### src/rtl/pmt_pkg.sv
package pmt_pkg;
  localparam int unsigned REG_W = 32;
  localparam int unsigned CTRL_STS_BIT = 0;
  localparam int unsigned CTRL_EN_BIT = 1;

  typedef enum logic {
    ADDR_COUNT = 1'b0,
    ADDR_CTRL  = 1'b1
  } reg_addr_e;
endpackage

### src/rtl/pmt_counter.sv
module pmt_counter #(
  parameter int unsigned CNT_W = 24
) (
  input  logic             clk_i,
  input  logic             rst_ni,
  input  logic             tick_i,
  output logic [CNT_W-1:0] cnt_o,
  output logic             toggle_o
);
  localparam int unsigned MSB = CNT_W - 1;

  logic [CNT_W-1:0] cnt_q;

  always_ff @(posedge clk_i or negedge rst_ni) begin
    if (!rst_ni) cnt_q <= '0;
    else if (tick_i) cnt_q <= cnt_q + CNT_W'(1);
  end

  // top bit flips on the next increment when all lower bits are ones
  assign toggle_o = tick_i & (&cnt_q[MSB-1:0]);
  assign cnt_o    = cnt_q;

  AST_CNT_STEP: assert property (@(posedge clk_i) disable iff (!rst_ni)
    tick_i |=> cnt_q == $past(cnt_q) + CNT_W'(1));
  AST_CNT_HOLD: assert property (@(posedge clk_i) disable iff (!rst_ni)
    !tick_i |=> $stable(cnt_q));
  AST_TOGGLE_MATCH: assert property (@(posedge clk_i) disable iff (!rst_ni)
    (cnt_q[MSB] != $past(cnt_q[MSB])) |-> $past(toggle_o));
endmodule

### src/rtl/pmt_event.sv
module pmt_event (
  input  logic clk_i,
  input  logic rst_ni,
  input  logic toggle_i,
  input  logic clr_i,
  input  logic en_we_i,
  input  logic en_wd_i,
  output logic sts_o,
  output logic en_o,
  output logic evt_o
);
  logic sts_q, en_q;

  always_ff @(posedge clk_i or negedge rst_ni) begin
    if (!rst_ni) begin
      sts_q <= 1'b0;
      en_q  <= 1'b0;
    end else begin
      // toggle wins over a simultaneous clear
      if (toggle_i) sts_q <= 1'b1;
      else if (clr_i) sts_q <= 1'b0;
      if (en_we_i) en_q <= en_wd_i;
    end
  end

  assign sts_o = sts_q;
  assign en_o  = en_q;
  assign evt_o = sts_q & en_q;

  AST_STS_SET: assert property (@(posedge clk_i) disable iff (!rst_ni)
    toggle_i |=> sts_q);
  AST_CLR_PRIO: assert property (@(posedge clk_i) disable iff (!rst_ni)
    (toggle_i && clr_i) |=> sts_q);
  AST_CLR_WORKS: assert property (@(posedge clk_i) disable iff (!rst_ni)
    (clr_i && !toggle_i) |=> !sts_q);
  AST_STS_STICKY: assert property (@(posedge clk_i) disable iff (!rst_ni)
    (!clr_i && !toggle_i) |=> $stable(sts_q));
  AST_EN_HOLD: assert property (@(posedge clk_i) disable iff (!rst_ni)
    !en_we_i |=> $stable(en_q));
endmodule

### src/rtl/pmt_regs.sv
module pmt_regs
  import pmt_pkg::*;
#(
  parameter int unsigned CNT_W = 24
) (
  input  logic             clk_i,
  input  logic             rst_ni,
  input  logic             wr_en_i,
  input  logic             wr_addr_i,
  input  logic [REG_W-1:0] wr_data_i,
  input  logic             rd_addr_i,
  input  logic [CNT_W-1:0] cnt_i,
  input  logic             sts_i,
  input  logic             en_i,
  output logic             clr_o,
  output logic             en_we_o,
  output logic             en_wd_o,
  output logic [REG_W-1:0] rd_data_o
);
  logic             ctrl_wr;
  logic [REG_W-1:0] cnt_ext, ctrl_word, rd_d, rd_q;
  logic             unused_wr;

  assign ctrl_wr = wr_en_i && (reg_addr_e'(wr_addr_i) == ADDR_CTRL);
  assign clr_o   = ctrl_wr && wr_data_i[CTRL_STS_BIT];
  assign en_we_o = ctrl_wr;
  assign en_wd_o = wr_data_i[CTRL_EN_BIT];
  assign unused_wr = ^wr_data_i[REG_W-1:2];

  generate
    if (CNT_W < REG_W) begin : g_pad
      assign cnt_ext = {{(REG_W-CNT_W){1'b0}}, cnt_i};
    end else begin : g_full
      assign cnt_ext = cnt_i;
    end
  endgenerate

  always_comb begin
    ctrl_word = '0;
    ctrl_word[CTRL_STS_BIT] = sts_i;
    ctrl_word[CTRL_EN_BIT]  = en_i;
  end

  assign rd_d = (reg_addr_e'(rd_addr_i) == ADDR_CTRL) ? ctrl_word : cnt_ext;

  // one-edge snapshot of every bit
  always_ff @(posedge clk_i or negedge rst_ni) begin
    if (!rst_ni) rd_q <= '0;
    else rd_q <= rd_d;
  end

  assign rd_data_o = rd_q;

  AST_RD_CTRL_HI_ZERO: assert property (@(posedge clk_i) disable iff (!rst_ni)
    (reg_addr_e'(rd_addr_i) == ADDR_CTRL) |=> rd_q[REG_W-1:2] == '0);
endmodule

### src/rtl/pmt_timer.sv
module pmt_timer
  import pmt_pkg::*;
#(
  parameter int unsigned CNT_W = 24
) (
  input  logic        clk_i,
  input  logic        rst_ni,
  input  logic        tick_i,
  input  logic        wr_en_i,
  input  logic        wr_addr_i,
  input  logic [31:0] wr_data_i,
  input  logic        rd_addr_i,
  output logic [31:0] rd_data_o,
  output logic        evt_o
);
  logic [CNT_W-1:0] cnt;
  logic             toggle, clr, en_we, en_wd, sts, en;

  generate
    if (CNT_W < 4 || CNT_W > REG_W) begin : g_bad_width
      $error("pmt_timer: CNT_W out of range");
    end
  endgenerate

  pmt_counter #(.CNT_W(CNT_W)) u_cnt (
    .clk_i    (clk_i),
    .rst_ni   (rst_ni),
    .tick_i   (tick_i),
    .cnt_o    (cnt),
    .toggle_o (toggle)
  );

  pmt_event u_evt (
    .clk_i    (clk_i),
    .rst_ni   (rst_ni),
    .toggle_i (toggle),
    .clr_i    (clr),
    .en_we_i  (en_we),
    .en_wd_i  (en_wd),
    .sts_o    (sts),
    .en_o     (en),
    .evt_o    (evt_o)
  );

  pmt_regs #(.CNT_W(CNT_W)) u_regs (
    .clk_i     (clk_i),
    .rst_ni    (rst_ni),
    .wr_en_i   (wr_en_i),
    .wr_addr_i (wr_addr_i),
    .wr_data_i (wr_data_i),
    .rd_addr_i (rd_addr_i),
    .cnt_i     (cnt),
    .sts_i     (sts),
    .en_i      (en),
    .clr_o     (clr),
    .en_we_o   (en_we),
    .en_wd_o   (en_wd),
    .rd_data_o (rd_data_o)
  );

  AST_CNT_RO: assert property (@(posedge clk_i) disable iff (!rst_ni)
    (wr_en_i && !wr_addr_i && !tick_i) |=> $stable(cnt));
  AST_STS_ANY_EN: assert property (@(posedge clk_i) disable iff (!rst_ni)
    (cnt[CNT_W-1] != $past(cnt[CNT_W-1])) |-> sts);
  AST_EVT_NEEDS_EN: assert property (@(posedge clk_i) disable iff (!rst_ni)
    $rose(evt_o) |-> en && sts);
endmodule

### config.mk
export PLATFORM = sky130hd
export DESIGN_NAME = pmt_timer
export DESIGN_NICKNAME = d
export VERILOG_FILES = /design/src/rtl/pmt_pkg.sv /design/src/rtl/pmt_counter.sv /design/src/rtl/pmt_event.sv /design/src/rtl/pmt_regs.sv /design/src/rtl/pmt_timer.sv
export SDC_FILE = /design/constraint.sdc
export NUM_CORES = 1
export LEC_CHECK = 0
export CAP_MARGIN = 10
export CELL_PAD_IN_SITES_DETAIL_PLACEMENT = 2
export CELL_PAD_IN_SITES_GLOBAL_PLACEMENT = 2
export CORE_UTILIZATION = 35
export DETAILED_ROUTE_END_ITERATION = 8
export DONT_BUFFER_PORTS = 1
export GPL_TIMING_DRIVEN = 1
export PLACE_DENSITY = 0.82
export REMOVE_ABC_BUFFERS = 1
export SLEW_MARGIN = 10
export SYNTH_ARGS = -nofsm -noshare
export SYNTH_HDL_FRONTEND = slang
export SYNTH_HIERARCHICAL = 1
export SYNTH_SLANG_ARGS = --single-unit
### constraint.sdc
create_clock -name clk_i -period 1.7 [get_ports clk_i]
set_clock_uncertainty 0.05 [all_clocks]
set_input_delay 0.085 -clock clk_i [delete_from_list [all_inputs] [get_ports clk_i]]
set_output_delay 0.085 -clock clk_i [all_outputs]
set_load 0.005 [all_outputs]
==> metrics.cfg <==
[setup_path]
crit_fanout=5
cp.arrival_ns=1.89
crit_path_end_kind=flop
max_stage_delay_ns=0.59
r2r_end=u_cnt/cnt_o[19]$_DFFE_PN0P_
rrSetupSlack_ns=-0.03
critical_path.endpoint=u_cnt/cnt_o[19]$_DFFE_PN0P_
r2r_cells=5
critPathKind=reg -> reg
critical_path_required_ns=1.86
reg2reg_from=u_cnt/cnt_o[1]$_DFFE_PN0P_
startpoint_type=flop
crit_chain=buf_6 > nand2_4 > or4_4 > nor3_2 > xor2_1
cp_slowest_cell=or4_4
crit_start=u_cnt/cnt_o[1]$_DFFE_PN0P_

[finish]
final_nets=234
diodes=0
final-instance-count-excl-fill=267
final_cell_area_mm2=0.002484
drive_gt1_share_pct=25.64
area_growth_pct=22.91

[outcome]
violations=negative setup slack
status=finished, violations left

[synth]
synth-async-reset-ratio_pct=100.0
synth_area_leader_cell=dfrtp_1
ys_top_cells_by_area=dfrtp_1 62%, nor2b_1 6.8%, xnor2_1 6.1%
yosysUniqueCellTypes=25
synth_edf_count=0
netlist_area_mm2=0.002021
synth-seq-cells=50
netlist.area_leader.share_pct=61.92
synthTopCellsByCount=50 x dfrtp_1, 22 x nor2b_1, 14 x xnor2_1
synth_most_common_cell=dfrtp_1
synthCells=165
syn_area_per_cell_um2=12.25
seq_area_frac_synth_pct=61.92
synth-main-ff-cell=dfrtp_1
ys_warn_count=6

[global_route]
grt_antenna_before_repair=0
grt_start_max_net_pins=51
gr-total-overflow=0
grt_pass1_vias=1440
grt_first_pass_wirelength_um=7245
grt_usage_pct=15.83

[cts]
htree_levels=2
cts_tree=yes
cts_root_buffer=clkbuf_8
clk_latency_ns=0.29
clkSlewWorstSetupHoldPaths_ns=0.08
numCtsBuffers=5
cts_num_sinks=50
cts_buffer_depth=2

[routing]
drc=0
vias_per_cell=4.790
first_pass_iters=3
drtIter0Drc=35
num_vias=1279
wire_per_inst_um=16.95
detail-route-antenna-nets=0
wl_um=4526

[floorplanning]
boundaryPins=71
fp.coreArea_mm2=0.005540
dieWidth_um=77.98
row_count=27
start_util_pct=36.47
die-area_mm2=0.006081
die_h_um=77.98

[power]
p_per_area_mw_per_mm2=1051
swShare_pct=26.65
intPower_uw=1915
power_leakage_uw=0.001218
seqPwrFrac_pct=54.0
p_sw_uw=696.1
ir_drop_mv=0.5099
combPwrFrac_pct=21.8
power.share.clock_pct=24.2

[sta]
finalHoldViolations=0
drv_slew=0
period_share_pct=102.0
slew_headroom_pct=36.87
timing.final.crit_period_ns=1.734
finalSetupTns_ns=-0.03390
worstMarginPinSlew_ns=0.9438
setup_violations=1
timing.final.ws_setup_ns=-0.03390
fmax_mhz=576.7
rsz0062_at_grt=yes

[placed_design]
portBuffers=0
placed_cell_area_mm2=0.002183
dp.cells=250
hpwl_um=3011
gp_congestion=0.7900

[run]
drv_cap=0

[min_path]
worst_hold_path_type=in -> reg

state kept, by name, summed over array words and instances (netlist names):
name	cells
u_evt/en_o	1
u_cnt/cnt_o	24
u_evt/sts_o	1
u_regs/rd_data_o	24
power by group through the flow:
stage          clock network, µW  registers (µW)  logic, µW
2_1_floorplan                  0            1450        179
6_report                     631            1410        569
3_5_place_dp                   0            1430        409
5_1_grt                      695            1430        629
4_1_cts                      654            1410        463
3_3_place_gp                   0            1420        384
how the worst min path moves through the flow:
stage,startpoint,endpoint,cells after the start
2_1_floorplan,rst_ni,u_cnt/cnt_o[0]$_DFFE_PN0P_,0
3_3_place_gp,rst_ni,u_regs/rd_data_o[23]$_DFF_PN0_,0
3_5_place_dp,rst_ni,u_regs/rd_data_o[23]$_DFF_PN0_,0
4_1_cts,wr_addr_i,u_evt/en_o$_DFFE_PN0P_,2
5_1_grt,wr_addr_i,u_evt/en_o$_DFFE_PN0P_,2
6_report,wr_addr_i,u_evt/en_o$_DFFE_PN0P_,2
per-layer routing:
layer	track usage (%)	vias up	routed length (µm)
met5	0	-	0
met4	4.630	0	38
met3	4.588	6	221
met2	29.65	39	2502
met1	17.12	651	1763
li1	-	583	-
layout by cell type (no fill, tap or decap), types with 5 or more instances in the layout:
cell type,count
nand2_1,7
inv_1,5
nand4_1,9
conb_1,8
clkbuf_8,5
xnor2_1,13
buf_4,20
nand3_1,7
xor2_1,9
nor2b_1,22
dfrtp_1,50
what timing repair did:
action                     CTS  global route
hold buffers                 5             0
pin swaps                    1             8
setup endpoints to repair    6            14
hold endpoints to repair    79             0
gates cloned                 0             0
gates resized for setup      7            17
setup buffers                0             5
critical path, delay by kind of cell (launching register included):
family / cells / cell delay [ns]
xor+xnor: 1 / 0.22
simple gates: 3 / 0.87
flops: 1 / 0.38
buf+inv: 1 / 0.12
kinds of logic (layout without fill, tap and decap cells):
group,after synthesis,count (layout),share of synthesized area (%)
compound gates,1,1,0.3717
xor+xnor,23,23,9.969
fa+ha+maj,1,1,0.6191
buf+inv,17,40,5.325
flops,50,50,61.92
mux,4,4,2.415
other cells,1,8,0.1856
simple gates,68,68,19.19
area by class of cell:
cell class / instances / area [µm²]
well taps: 72 / 90.09
repair buffers: 28 / 251.5
multi-input cells: 105 / 795.8
flip-flops and latches: 50 / 1251
fillers: 584 / 3057
inverters: 5 / 18.77
clock buffers: 7 / 76.32
per-stage QoR:
| step | total power [µW] | hold WS (ns) | setup slack, ns | util [%] |
|---|---|---|---|---|
| after floorplan | 1629 | -0.2606 | 0.007488 | - |
| after global placement | 1808 | -0.2596 | -0.02603 | 39.41 |
| after detailed placement | 1840 | -0.2596 | -0.04926 | 39.41 |
| after CTS | 2528 | 0.02661 | 0.00007305 | 42.57 |
| after global routing | 2753 | 0.02370 | -0.09829 | 44.83 |
| final | 2611 | 0.03592 | -0.03390 | 44.83 |
(Power assumes the default switching activity.)
